[config.mk]
export PLATFORM = sky130hd
export DESIGN_NAME = oc_channel
export DESIGN_NICKNAME = d
export VERILOG_FILES = /design/src/rtl/oc_pkg.sv /design/src/rtl/oc_preload.sv /design/src/rtl/oc_match.sv /design/src/rtl/oc_refgen.sv /design/src/rtl/oc_channel.sv
export SDC_FILE = /design/constraint.sdc
export NUM_CORES = 1
export LEC_CHECK = 0
export ABC_CLOCK_PERIOD_IN_PS = 2300
export BUFFER_PORTS_ARGS = -buffer_cell sky130_fd_sc_hd__buf_2
export CAP_MARGIN = 20
export CORE_MARGIN = 2
export CORE_UTILIZATION = 52
export DETAILED_ROUTE_END_ITERATION = 7
export PLACE_DENSITY = 0.77
export SYNTH_ARGS = -nofsm -noshare
export SYNTH_HDL_FRONTEND = slang
export SYNTH_HIERARCHICAL = 1
export SYNTH_SLANG_ARGS = --single-unit
[constraint.sdc]
create_clock -name clk -period 2.3 [get_ports clk]
set_input_delay 0 -clock clk [delete_from_list [all_inputs] [get_ports clk]]
set_output_delay 0 -clock clk [all_outputs]
set_load 0.01 [all_outputs]
[src/rtl/oc_pkg.sv]
package oc_pkg;
  typedef enum logic [2:0] {
    OC_HOLD  = 3'b000,
    OC_SET   = 3'b001,
    OC_CLR   = 3'b010,
    OC_TGL   = 3'b011,
    OC_FLO   = 3'b100,
    OC_FHI   = 3'b101,
    OC_PWM_A = 3'b110,
    OC_PWM_B = 3'b111
  } oc_mode_e;
endpackage

[src/rtl/oc_preload.sv]
module oc_preload #(
  parameter int CW = 16
) (
  input  logic          clk,
  input  logic          rst,
  input  logic          wr,
  input  logic [CW-1:0] wdata,
  input  logic          upd,
  output logic [CW-1:0] act
);
  logic [CW-1:0] pre_q;

  always_ff @(posedge clk) begin
    if (rst) begin
      pre_q <= '0;
      act   <= '0;
    end else begin
      if (wr)  pre_q <= wdata;
      if (upd) act   <= pre_q;
    end
  end


  act_hold_chk: assert property (@(posedge clk) disable iff (rst)
    !upd |=> $stable(act));

  act_load_chk: assert property (@(posedge clk) disable iff (rst)
    upd |=> act == $past(pre_q));
endmodule

[src/rtl/oc_match.sv]
module oc_match
  import oc_pkg::*;
#(
  parameter int CW = 16
) (
  input  logic          clk,
  input  logic          rst,
  input  logic [CW-1:0] cnt,
  input  logic [CW-1:0] cmp,
  input  logic          down,
  input  logic          tick,
  input  oc_mode_e      mode,
  input  logic          in_mode,
  output logic          hit,
  output logic          below,
  output logic          pulse
);
  logic forced;

  always_comb begin
    hit    = tick && (cnt == cmp) && !in_mode;
    below  = down ? (cnt <= cmp) : (cnt < cmp);
    forced = (mode == OC_FLO) || (mode == OC_FHI);
  end

  always_ff @(posedge clk) begin
    if (rst) pulse <= 1'b0;
    else     pulse <= hit && !forced;
  end


  pulse_needs_tick_chk: assert property (@(posedge clk) disable iff (rst)
    pulse |-> $past(tick));

  force_no_pulse_chk: assert property (@(posedge clk) disable iff (rst)
    (mode == OC_FLO || mode == OC_FHI) |=> !pulse);

  input_no_pulse_chk: assert property (@(posedge clk) disable iff (rst)
    in_mode |=> !pulse);
endmodule

[src/rtl/oc_refgen.sv]
module oc_refgen
  import oc_pkg::*;
(
  input  logic     clk,
  input  logic     rst,
  input  oc_mode_e mode,
  input  logic     hit,
  input  logic     below,
  input  logic     in_mode,
  output logic     ref_q
);
  always_ff @(posedge clk) begin
    if (rst || in_mode) begin
      ref_q <= 1'b0;
    end else begin
      unique case (mode)
        OC_HOLD:  ref_q <= ref_q;
        OC_SET:   if (hit) ref_q <= 1'b1;
        OC_CLR:   if (hit) ref_q <= 1'b0;
        OC_TGL:   if (hit) ref_q <= ~ref_q;
        OC_FLO:   ref_q <= 1'b0;
        OC_FHI:   ref_q <= 1'b1;
        OC_PWM_A: ref_q <= below;
        OC_PWM_B: ref_q <= ~below;
        default:  ref_q <= ref_q;
      endcase
    end
  end


  hold_stable_chk: assert property (@(posedge clk) disable iff (rst)
    (mode == OC_HOLD && !in_mode) |=> $stable(ref_q));

  toggle_flip_chk: assert property (@(posedge clk) disable iff (rst)
    (mode == OC_TGL && hit) |=> ref_q != $past(ref_q));

  force_high_chk: assert property (@(posedge clk) disable iff (rst)
    (mode == OC_FHI && !in_mode) |=> ref_q);

  input_low_chk: assert property (@(posedge clk) disable iff (rst)
    in_mode |=> !ref_q);
endmodule

[src/rtl/oc_channel.sv]
module oc_channel
  import oc_pkg::*;
#(
  parameter int CNT_W = 16
) (
  input  logic             clk,
  input  logic             rst,
  input  logic [CNT_W-1:0] cnt_val,
  input  logic             cnt_down,
  input  logic             cnt_tick,
  input  logic             upd_evt,
  input  logic             cmp_wr,
  input  logic [CNT_W-1:0] cmp_wdata,
  input  logic [2:0]       mode,
  input  logic             ch_en,
  input  logic             cfg_wr,
  input  logic             cfg_input,
  output logic             ref_out,
  output logic             match_pulse,
  output logic             is_input
);
  localparam int CW = CNT_W;

  oc_mode_e      mode_e;
  logic [CW-1:0] cmp_act;
  logic          hit, below;

  assign mode_e = oc_mode_e'(mode);

  always_ff @(posedge clk) begin
    if (rst)                  is_input <= 1'b0;
    else if (cfg_wr && !ch_en) is_input <= cfg_input;
  end

  oc_preload #(.CW(CW)) u_pre (
    .clk(clk), .rst(rst), .wr(cmp_wr), .wdata(cmp_wdata),
    .upd(upd_evt), .act(cmp_act)
  );

  oc_match #(.CW(CW)) u_match (
    .clk(clk), .rst(rst), .cnt(cnt_val), .cmp(cmp_act), .down(cnt_down),
    .tick(cnt_tick), .mode(mode_e), .in_mode(is_input),
    .hit(hit), .below(below), .pulse(match_pulse)
  );

  oc_refgen u_ref (
    .clk(clk), .rst(rst), .mode(mode_e), .hit(hit), .below(below),
    .in_mode(is_input), .ref_q(ref_out)
  );


  cfg_lock_chk: assert property (@(posedge clk) disable iff (rst)
    ch_en |=> $stable(is_input));
endmodule

==> implementation parameters, run 1 <==
Parameter                              Value

Outcome
  Result of the run    finished clean

Synth
  Number of flops mapped to enable cells by yosys    0
  Netlist Area Pre-Place    approximately 1700 um2
  Share of the yosys chip area belonging to registers    approximately two fifths
  Post-synthesis async set-or-reset flop share    0%
  Avg Inst Size Synth    between 9 and 10 um2
  Synth area leaders    sky130_fd_sc_hd__dfxtp_1 (40%), sky130_fd_sc_hd__mux2i_1 (18%), sky130_fd_sc_hd__ha_1 (11%)
  Yosys warns    6
  Count of mapped cells out of synthesis    ~180
  Share of Yosys cell area claimed by the top area cell type    around 40%
  Top cells by count, synth    sky130_fd_sc_hd__dfxtp_1 (35), sky130_fd_sc_hd__nor2_1 (33), sky130_fd_sc_hd__mux2i_1 (32), sky130_fd_sc_hd__inv_1 (17), sky130_fd_sc_hd__ha_1 (16)
  Most used standard cell by instance count after synthesis    sky130_fd_sc_hd__dfxtp_1
  Post-synthesis register bit count    35
  Distinct cell type count after synthesis    31
  Primary flip-flop cell chosen by synthesis mapping    sky130_fd_sc_hd__dfxtp_1
  Dominant cell type by area after synthesis    sky130_fd_sc_hd__dfxtp_1
  Post-synth net total    around 240

Clocking
  Count of buffers added by post-CTS timing repair for setup    0
  Number of clock buffers inserted by TritonCTS    5
  Clock slew seen by the registers of the worst setup and hold paths    ~100 ps
  Clock latency of the later-clocked register in the worst-skew pair    330 ps
  Clock tree from TritonCTS    built
  Clock Path Buffers    2
  Sinks on Clock Net    35
  Htree depth    2
  Library cell used as clock root buffer    sky130_fd_sc_hd__clkbuf_4

Route
  Overall via count from detail_route    approximately 1,400
  Number of design-rule violations left by the first detailed-router iteration    48
  Detailed-route DRC error count    0
  Drt via density    between 4 and 5
  Wire length per cell after detailed routing    12.14 um
  Antenna viol nets, final    0
  Iteration count of the initial detailed-routing pass    4
  Routed Wire Length    approximately 3500 um

Setup path
  Crit path max fanout    3
  Timing startpoint of the critical path    u_pre/act[10]
  Startpoint of the worst-slack reg-to-reg timing path    u_pre/act[10]
  Type of the setup path with the least slack    reg -> reg
  Endpoint of the lowest-slack register-to-register path    u_ref/ref_q
  Endpoint class of the critical path    flip-flop
  Startpoint kind of the worst setup timing path    flip-flop
  Slack of the worst reg-to-reg path    170 ps
  Critical path arrival    ~2400 ps
  FF-to-FF path depth    10
  Critical path destination    u_ref/ref_q
  Required time worst endpoint    2540 ps

STA
  Final Hold Fails    0
  Final min period    approximately 2100 ps
  Final Cycle Share    between 90 and 100%
  Worst relative slew slack    56.68%
  Final setup violation count    0
  Setup TNS    0 ps
  Worst clock skew on the final layout    around 6.4 ps
  Slew Viols, Final    0
  Maximum clock rate    between 400 and 500 MHz
  Unrepaired setup endpoints after global routing    no
  Slew @ Worst Pin    ~650 ps

Placement
  Total of buffers placed on input and output ports    46
  DP HPWL    around 2300 um
  Placed cell count    around 260
  Final RePlAce weighted congestion    around 0.7

Finish
  Layout cells sized above 1    23.55%
  Area growth, synth to finish    26.93%
  Nets    slightly above 300
  Antenna diode count    0
  Post-Layout Cell Count    288

Die
  Width of the chip    61.96 um
  Placement Rows    21
  Count of boundary I/O pins    47
  Die Y-Extent    about 62 um
  Overall die area    3838 um2
  Core Region    roughly 3300 um2
  Starting utilization of the core area    approximately 53%

Global routing
  Vias in the first global route    1,338
  Maximum number of pins on one net before global-route repair    37
  Wire length of the first global-routing pass    ~5500 um
  Global Route Usage Sum    20.06%
  Global-route congestion overflow total    0
  Number of antenna violations at the first check in global routing    0

Job
  MaxCap Viol Count    0

Hold path
  Class of the worst hold path    in -> reg
  Hold path depth    3

Power
  Pleak    between 1 and 1.5 nW
  Total power divided by cell area    roughly 520 nW/um2
  Largest voltage drop on the vdd net    about 0.37 mV
## cell usage in the layout (no fill, tap or decap), drive strengths merged, types with 2 or more instances in the layout
cell | Yosys | routed
nand3 | 3 | 3
inv | 17 | 17
a2111oi | 2 | 2
nand2 | 5 | 5
dlygate4sd3 | 0 | 21
ha | 16 | 16
nand4 | 4 | 4
buf | 6 | 46
o21ai | 3 | 3
clkbuf | 1 | 6
nor2b | 2 | 2
nor2 | 33 | 33
a21oi | 6 | 6
dfxtp | 35 | 35
mux2i | 32 | 32
## power breakdown
| part | switching (mW) | internal, mW | total (mW) |
|---|---|---|---|
| Clock | 0.185 | 0.109 | 0.294 |
| Sequential | 0.0153 | 0.634 | 0.650 |
| Combinational | 0.0975 | 0.114 | 0.212 |
| Total | 0.298 | 0.857 | 1.16 |
## area by class of cell
type | instances | area (um2)
multi-input cells | 117 | 913.4
well taps | 46 | 57.56
fillers | 279 | 1067
clock buffers | 6 | 41.29
repair buffers | 67 | 440.4
flip-flops and latches | 35 | 700.7
inverters | 17 | 63.81
## routing by layer
layer | global-route usage [%] | vias to the layer above | routed length (um)
li1 | - | 728 | -
met1 | 22.96 | 616 | 1564
met2 | 33.48 | 35 | 1672
met3 | 7.660 | 8 | 207
met4 | 8.207 | 0 | 51
met5 | 0 | - | 0
## worst min path at each step
| stage | from | end |
|---|---|---|
| global placement | mode[2] | u_ref/ref_q |
| global route | mode[0] | u_ref/ref_q |
| CTS | mode[0] | u_ref/ref_q |
| finish | mode[0] | u_ref/ref_q |
| detailed placement | mode[2] | u_ref/ref_q |
| floorplan | rst | u_match/pulse |
## sequential cells by signal, indices dropped and copies added (netlist names)
register       flops
is_input           1
u_match/pulse      1
u_pre/act         16
u_pre/pre_q       16
u_ref/ref_q        1
## kinds of logic after synthesis
family | Yosys count | synth area share, %
and+or+nand+nor | 53 | 15.76
DFF | 35 | 40.11
AOI/OAI and AO/OA | 15 | 5.802
muxes | 32 | 18.34
buffers and inverters | 24 | 8.023
xor gates and xnor gates | 1 | 0.5015
adders and majority gates | 16 | 11.46
## what timing repair did
item                                    CTS  global route
hold endpoints to repair                 19             0
endpoints found under the setup margin    0             1
gates resized for setup                   0             2
hold buffers                             21             0
## critical path, cell delays in order (launching register included)
cell and delay, ps:
sky130_fd_sc_hd__dfxtp_1 340, sky130_fd_sc_hd__inv_1 40, sky130_fd_sc_hd__ha_1 320, sky130_fd_sc_hd__a21oi_1 200
sky130_fd_sc_hd__nand2_1 100, sky130_fd_sc_hd__a221oi_2 290, sky130_fd_sc_hd__nor2_1 70, sky130_fd_sc_hd__o21ai_1 120
sky130_fd_sc_hd__nand2_1 70, sky130_fd_sc_hd__xor2_1 150, sky130_fd_sc_hd__a2111oi_2 330
## metrics by stage
stage | setup slack [ps] | power, mW | hold WS, ps | utilization [%] | instance area, um2
6_report | 166.0 | 1.155 | 60.71 | 67.50 | 2217
5_1_grt | 7.163 | 1.222 | 79.73 | 67.50 | 2217
4_1_cts | 131.3 | 1.160 | 49.42 | 67.28 | 2210
3_5_place_dp | 194.3 | 0.8452 | 231.0 | 59.62 | 1958
3_3_place_gp | 246.8 | 0.8408 | 227.6 | 59.62 | 1958
2_1_floorplan | 311.9 | 0.7897 | 69.51 | - | 1747
No activity file was read; power rests on OpenSTA's default activity.
==> inputs of run 2 (changes only) <==
--- a/config.mk
+++ b/config.mk
@@ -11,7 +11,7 @@
 export CORE_MARGIN = 2
 export CORE_UTILIZATION = 52
 export DETAILED_ROUTE_END_ITERATION = 7
-export PLACE_DENSITY = 0.77
+export PLACE_DENSITY = 0.79
 export SYNTH_ARGS = -nofsm -noshare
 export SYNTH_HDL_FRONTEND = slang
 export SYNTH_HIERARCHICAL = 1
==> implementation parameters, run 2 (synthesis results as in run 1) <==
Parameter                              Value

Power
  Cell Int Power    0.8564 mW (was 0.8575 mW)
  Largest voltage drop on the vdd net    0.3314 mV (was 0.3654 mV)
  Share of power burned in registers    56.6% (was 56.2%)
  Part of the total power dissipated in the clock network    25.2% (was 25.4%)
  Switching share of total power    25.31% (was 25.77%)
  Combinational group share of total power    18.2% (was 18.3%)
  P_sw    0.2902 mW (was 0.2977 mW)
  Pleak    1.046 nW (was 1.048 nW)
  Total power divided by cell area    518.6 nW/um2 (was 521.0 nW/um2)

Placement
  Placed cell count    261 (unchanged)
  Placed standard-cell area    1958 um2 (unchanged)
  Final RePlAce weighted congestion    0.7679 (was 0.6974)
  Total of buffers placed on input and output ports    46 (unchanged)
  DP HPWL    2184 um (was 2320 um)

STA
  Slew Viols, Final    0 (unchanged)
  Worst clock skew on the final layout    8.666 ps (was 6.411 ps)
  Worst relative slew slack    55.91% (was 56.68%)
  Maximum clock rate    466.2 MHz (was 468.6 MHz)
  Slew @ Worst Pin    661.4 ps (was 649.9 ps)
  Final Hold Fails    0 (unchanged)
  Unrepaired setup endpoints after global routing    no (unchanged)
  Final setup violation count    0 (unchanged)
  Final Cycle Share    93.25% (was 92.78%)
  Final min period    2145 ps (was 2134 ps)
  Setup TNS    0 ps (unchanged)
  WHS    62.96 ps (was 60.71 ps)

Global routing
  Maximum number of pins on one net before global-route repair    37 (unchanged)
  Met2 demand-to-capacity share in global routing    34.23% (was 33.48%)
  Wire length of the first global-routing pass    5395 um (was 5540 um)
  Global route hottest layer    met2 (unchanged)
  Number of antenna violations at the first check in global routing    0 (unchanged)
  Global Route Usage Sum    19.66% (was 20.06%)
  Met1 track demand over resource in global routing    21.11% (was 22.96%)
  Global-route congestion overflow total    0 (unchanged)
  Met3 Track Usage GR    7.246% (was 7.660%)
  Vias in the first global route    1,304 (was 1,338)

Route
  Wire length per cell after detailed routing    11.63 um (was 12.14 um)
  Detailed-route DRC error count    0 (unchanged)
  Overall via count from detail_route    1,412 (was 1,387)
  Number of design-rule violations left by the first detailed-router iteration    35 (was 48)
  Iteration count of the initial detailed-routing pass    4 (unchanged)
  Antenna viol nets, final    0 (unchanged)
  Drt via density    4.903 (was 4.816)
  Routed Wire Length    3350 um (was 3495 um)

Finish
  Cell area after layout    2211 um2 (was 2217 um2)
  Commonest non-fill, non-tap cell in the layout    sky130_fd_sc_hd__buf_2 (unchanged)
  Layout cells sized above 1    23.14% (was 23.55%)
  Area growth, synth to finish    26.58% (was 26.93%)
  Leading registers by flop count    u_pre/act x16, u_pre/pre_q x16 (unchanged)
  Post-Layout Cell Count    288 (unchanged)
  Nets    303 (unchanged)
  Leading cell types in the layout, fill and taps excluded    sky130_fd_sc_hd__buf_2 (46), sky130_fd_sc_hd__dfxtp_1 (35), sky130_fd_sc_hd__nor2_1 (33) (unchanged)
  Antenna diode count    0 (unchanged)
  Layout Utilization    67.31% (was 67.50%)

Setup path
  Endpoint class of the critical path    flip-flop (unchanged)
  Startpoint of the worst-slack reg-to-reg timing path    u_pre/act[1] (was u_pre/act[10])
  Slowest cell on crit path    sky130_fd_sc_hd__dfxtp_1 (unchanged)
  Critical path arrival    2370 ps (about the same)
  Required time worst endpoint    2530 ps (was 2540 ps)
  Type of the setup path with the least slack    reg -> reg (unchanged)
  Critical Path Max Stage Delay    330 ps (was 340 ps)
  Slack of the worst reg-to-reg path    160 ps (was 170 ps)
  Crit-path cells    inv_1 -> ha_1 -> nor2b_1 -> o211ai_1 -> a2111oi_1 -> a211o_1 -> o21ai_1 -> nand2_1 -> xor2_1 -> a2111oi_2 (was inv_1 -> ha_1 -> a21oi_1 -> nand2_1 -> a221oi_2 -> nor2_1 -> o21ai_1 -> nand2_1 -> xor2_1 -> a2111oi_2)
  FF-to-FF path depth    10 (unchanged)
  Crit path max fanout    2 (was 3)
  Startpoint kind of the worst setup timing path    flip-flop (unchanged)
  Endpoint of the lowest-slack register-to-register path    u_ref/ref_q (unchanged)

Hold path
  Endpoint, Worst Hold    u_ref/ref_q (unchanged)
  Startpoint of the worst hold path    mode[0] (unchanged)
  Class of the worst hold path    in -> reg (unchanged)
  Hold path depth    3 (unchanged)

Die
  Placement Rows    21 (unchanged)
  Core Region    3284 um2 (unchanged)
  Count of boundary I/O pins    47 (unchanged)
  Overall die area    3838 um2 (unchanged)
  Width of the chip    61.96 um (unchanged)
  Die Y-Extent    61.96 um (unchanged)
  Starting utilization of the core area    53.18% (unchanged)

Clocking
  Clock tree from TritonCTS    built (unchanged)
  Clock Path Buffers    2 (unchanged)
  Clock slew seen by the registers of the worst setup and hold paths    90 ps (was 100 ps)
  Clock latency of the later-clocked register in the worst-skew pair    330 ps (about the same)
  Library cell used as clock root buffer    sky130_fd_sc_hd__clkbuf_4 (unchanged)
  Htree depth    2 (unchanged)
  Sinks on Clock Net    35 (unchanged)
  Count of buffers added by post-CTS timing repair for setup    0 (unchanged)
  Number of clock buffers inserted by TritonCTS    5 (unchanged)

Job
  MaxCap Viol Count    0 (unchanged)

Outcome
  Result of the run    finished clean (unchanged)
## run 2: worst max-delay path, delay by kind of cell, from the launching register on
| family | cells | cell delay [ps] |
|---|---|---|
| compound gates | 5 | 1020 |
| xor+xnor | 1 | 150 |
| fa+ha+maj | 1 | 290 |
| buf+inv | 1 | 40 |
| flops | 1 | 330 |
| simple gates | 2 | 220 |
## run 2: worst max-delay path by stage
stage,cells past startpoint,slack [ps],from,to
final,10,160,u_pre/act[1],u_ref/ref_q
after detailed placement,10,190,u_pre/act[1],u_ref/ref_q
after CTS,10,160,u_pre/act[1],u_ref/ref_q
after floorplan,10,310,u_pre/act[1],u_ref/ref_q
after global routing,9,20,u_pre/act[14],u_ref/ref_q
after global placement,10,240,u_pre/act[1],u_ref/ref_q
## run 2: per-layer routing
layer  vias to the layer above  share of wire (%)  wire length, um
li1                        728                  -                -
met3                         7                4.7              159
met1                       642                 46             1556
met4                         0                1.8               60
met2                        35                 47             1573
met5                         -                  0                0
## run 2: layout make-up
cell class | count | area, um2
clock buffers | 6 | 41.29
fillers | 279 | 1074
inverters | 17 | 63.81
multi-input cells | 117 | 907.1
flip-flops and latches | 35 | 700.7
well taps | 46 | 57.56
repair buffers | 67 | 440.4
## run 2: metrics by stage
stage	worst slack (ps)	power [mW]
floorplan	311.9	0.7897
global placement	244.6	0.8409
detailed placement	187.6	0.8432
CTS	163.7	1.159
global route	19.09	1.225
finish	155.2	1.147
## run 2: power groups by stage
stage	Combinational (mW)	Clock, mW	Sequential (mW)
3_3_place_gp	0.178	0	0.663
5_1_grt	0.235	0.337	0.653
2_1_floorplan	0.129	0	0.661
6_report	0.209	0.289	0.649
4_1_cts	0.207	0.303	0.649
3_5_place_dp	0.180	0	0.663
## run 2: timing repair
| action | 4_1_cts | 5_1_grt |
|---|---|---|
| hold endpoints to repair | 19 | 0 |
| endpoints found under the setup margin | 0 | 1 |
| hold buffers | 21 | 0 |
| resized for setup | 0 | 1 |
==> inputs of run 3 (changes only) <==
--- a/config.mk
+++ b/config.mk
@@ -8,10 +8,12 @@
 export ABC_CLOCK_PERIOD_IN_PS = 2300
 export BUFFER_PORTS_ARGS = -buffer_cell sky130_fd_sc_hd__buf_2
 export CAP_MARGIN = 20
+export CELL_PAD_IN_SITES_DETAIL_PLACEMENT = 0
+export CELL_PAD_IN_SITES_GLOBAL_PLACEMENT = 1
 export CORE_MARGIN = 2
-export CORE_UTILIZATION = 52
+export CORE_UTILIZATION = 39
 export DETAILED_ROUTE_END_ITERATION = 7
-export PLACE_DENSITY = 0.79
+export PLACE_DENSITY_LB_ADDON = 0.1
 export SYNTH_ARGS = -nofsm -noshare
 export SYNTH_HDL_FRONTEND = slang
 export SYNTH_HIERARCHICAL = 1
==> implementation parameters, run 3 (synthesis results as in run 1) <==
Parameter                              Value

Power
  Part of the total power dissipated in the clock network    33.3% (was 25.2%)
  Total power of the final layout    1.286 mW (was 1.147 mW)
  Combinational group share of total power    16.1% (was 18.2%)
  Cell Int Power    0.9583 mW (was 0.8564 mW)
  Share of power burned in registers    50.5% (was 56.6%)
  Pleak    1.054 nW (was 1.046 nW)
  Total power divided by cell area    572.1 nW/um2 (was 518.6 nW/um2)
  P_sw    0.3273 mW (was 0.2902 mW)
  Largest voltage drop on the vdd net    0.3598 mV (was 0.3314 mV)
  Switching share of total power    25.46% (was 25.31%)

Finish
  Leading cell types in the layout, fill and taps excluded    sky130_fd_sc_hd__buf_2 (46), sky130_fd_sc_hd__dfxtp_1 (35), sky130_fd_sc_hd__nor2_1 (33) (unchanged)
  Antenna diode count    0 (unchanged)
  Post-Layout Cell Count    294 (was 288)
  Layout cells sized above 1    24.38% (was 23.14%)
  Commonest non-fill, non-tap cell in the layout    sky130_fd_sc_hd__buf_2 (unchanged)
  Nets    301 (was 303)
  Leading registers by flop count    u_pre/act x16, u_pre/pre_q x16 (unchanged)
  Area growth, synth to finish    28.65% (was 26.58%)

Clocking
  Clock tree from TritonCTS    built (unchanged)
  Clock slew seen by the registers of the worst setup and hold paths    70 ps (was 90 ps)
  Clock Path Buffers    2 (unchanged)
  Count of buffers added by post-CTS timing repair for setup    0 (unchanged)
  Htree depth    2 (unchanged)
  Clock latency of the later-clocked register in the worst-skew pair    280 ps (was 330 ps)
  Sinks on Clock Net    35 (unchanged)
  Library cell used as clock root buffer    sky130_fd_sc_hd__clkbuf_8 (was sky130_fd_sc_hd__clkbuf_4)
  Number of clock buffers inserted by TritonCTS    5 (unchanged)

Route
  Number of design-rule violations left by the first detailed-router iteration    42 (was 35)
  Wire length per cell after detailed routing    12.00 um (was 11.63 um)
  Antenna viol nets, final    0 (unchanged)
  Iteration count of the initial detailed-routing pass    3 (was 4)
  Overall via count from detail_route    1,389 (was 1,412)
  Drt via density    4.724 (was 4.903)
  Detailed-route DRC error count    0 (unchanged)
  Routed Wire Length    3528 um (was 3350 um)

Global routing
  Wire length of the first global-routing pass    6044 um (was 5395 um)
  Global-route congestion overflow total    0 (unchanged)
  Vias in the first global route    1,430 (was 1,304)
  Maximum number of pins on one net before global-route repair    37 (unchanged)
  Number of antenna violations at the first check in global routing    0 (unchanged)
  Global Route Usage Sum    15.35% (was 19.66%)

STA
  Slew @ Worst Pin    627.6 ps (was 661.4 ps)
  Worst relative slew slack    58.16% (was 55.91%)
  Slew Viols, Final    0 (unchanged)
  Final Cycle Share    89.53% (was 93.25%)
  Maximum clock rate    485.6 MHz (was 466.2 MHz)
  Worst clock skew on the final layout    5.875 ps (was 8.666 ps)
  Setup TNS    0 ps (unchanged)
  Final min period    2059 ps (was 2145 ps)
  Final setup violation count    0 (unchanged)
  Unrepaired setup endpoints after global routing    no (unchanged)
  Final Hold Fails    0 (unchanged)

Setup path
  Endpoint class of the critical path    flip-flop (unchanged)
  Crit path max fanout    2 (unchanged)
  Worst path top cell family by delay    compound AO/OA/AOI/OAI gates (unchanged)
  Slack of the worst reg-to-reg path    240 ps (was 160 ps)
  Crit path depth    10 (unchanged)
  WP buf/inv    1 (unchanged)
  Slowest cell on crit path    sky130_fd_sc_hd__dfxtp_1 (unchanged)
  Startpoint kind of the worst setup timing path    flip-flop (unchanged)
  Endpoint of the lowest-slack register-to-register path    u_ref/ref_q (unchanged)
  Type of the setup path with the least slack    reg -> reg (unchanged)
  Crit-path cells    inv_1 -> ha_1 -> nor2b_1 -> o211ai_1 -> a2111oi_0 -> a211o_1 -> o21ai_1 -> nand2_1 -> xor2_1 -> a2111oi_2 (was inv_1 -> ha_1 -> nor2b_1 -> o211ai_1 -> a2111oi_1 -> a211o_1 -> o21ai_1 -> nand2_1 -> xor2_1 -> a2111oi_2)
  Required time worst endpoint    2480 ps (was 2530 ps)
  Critical path arrival    2240 ps (was 2370 ps)
  FF-to-FF path depth    10 (unchanged)
  Critical Path Max Stage Delay    330 ps (about the same)
  Startpoint of the worst-slack reg-to-reg timing path    u_pre/act[1] (unchanged)

Die
  Core Region    4324 um2 (was 3284 um2)
  Overall die area    5030 um2 (was 3838 um2)
  Width of the chip    70.92 um (was 61.96 um)
  Die Y-Extent    70.92 um (was 61.96 um)
  Count of boundary I/O pins    47 (unchanged)
  Starting utilization of the core area    40.39% (was 53.18%)
  Placement Rows    24 (was 21)

Hold path
  Startpoint of the worst hold path    cfg_wr (was mode[0])
  Class of the worst hold path    in -> reg (unchanged)
  Hold path depth    3 (unchanged)
  Endpoint, Worst Hold    is_input (was u_ref/ref_q)

Placement
  Placed cell count    267 (was 261)
  Total of buffers placed on input and output ports    46 (unchanged)
  DP HPWL    2645 um (was 2184 um)
  Final RePlAce weighted congestion    0.6966 (was 0.7679)

Job
  MaxCap Viol Count    0 (unchanged)

Outcome
  Result of the run    finished clean (unchanged)
run 3: worst max-delay path by stage:
stage	from	endpoint
final	u_pre/act[1]	u_ref/ref_q
after detailed placement	u_pre/act[1]	u_ref/ref_q
after CTS	u_pre/act[1]	u_ref/ref_q
after global routing	u_pre/act[1]	u_ref/ref_q
after floorplan	u_pre/act[1]	u_ref/ref_q
after global placement	u_pre/act[1]	u_ref/ref_q
run 3: final cells by class:
cell class	instances	area, um2
fill	436	2077
multi-input combinational	117	912.1
sequential	35	700.7
timing repair buffer	65	420.4
clock buffer	6	72.57
tap	52	65.06
inverter	17	63.81
clock inverter	2	12.51
run 3: per-layer routing:
layer / track usage (%) / up-vias / share of wire (%)
met1: 16.43 / 628 / 44
met5: 0 / - / 0
li1: - / 726 / -
met4: 8.176 / 0 / 2.0
met3: 4.131 / 7 / 5.3
met2: 27.41 / 28 / 48
run 3: what timing repair did:
| item | 4_1_cts | 5_1_grt |
|---|---|---|
| hold buffers | 19 | 0 |
| endpoints found under the hold margin | 18 | 0 |
| gates resized for setup | 0 | 1 |
| endpoints found under the setup margin | 0 | 1 |
run 3: per-stage QoR:
step | hold WS [ps] | setup slack, ps | util, % | instance area [um2]
final | 18.86 | 240.8 | 51.97 | 2247
after global routing | 32.73 | 26.71 | 51.97 | 2247
after CTS | 6.100 | 160.0 | 51.82 | 2241
after detailed placement | 232.4 | 180.7 | 45.46 | 1966
after global placement | 224.6 | 232.6 | 45.46 | 1966
after floorplan | 69.51 | 311.9 | - | 1747
run 3: power groups by stage:
stage               Sequential (mW)  Combinational, mW  Clock (mW)
detailed placement            0.664              0.184           0
finish                        0.650              0.207       0.429
floorplan                     0.661              0.129           0
global route                  0.653              0.234       0.486
CTS                           0.650              0.209       0.453
global placement              0.663              0.178           0
run 3: worst reg2reg max path, delay by kind of cell (launching register included):
family	cells	cell delay, ps
AOI/OAI and AO/OA	5	940
xor gates and xnor gates	1	150
adders and majority gates	1	280
buffers and inverters	1	40
DFF	1	330
and+or+nand+nor	2	200
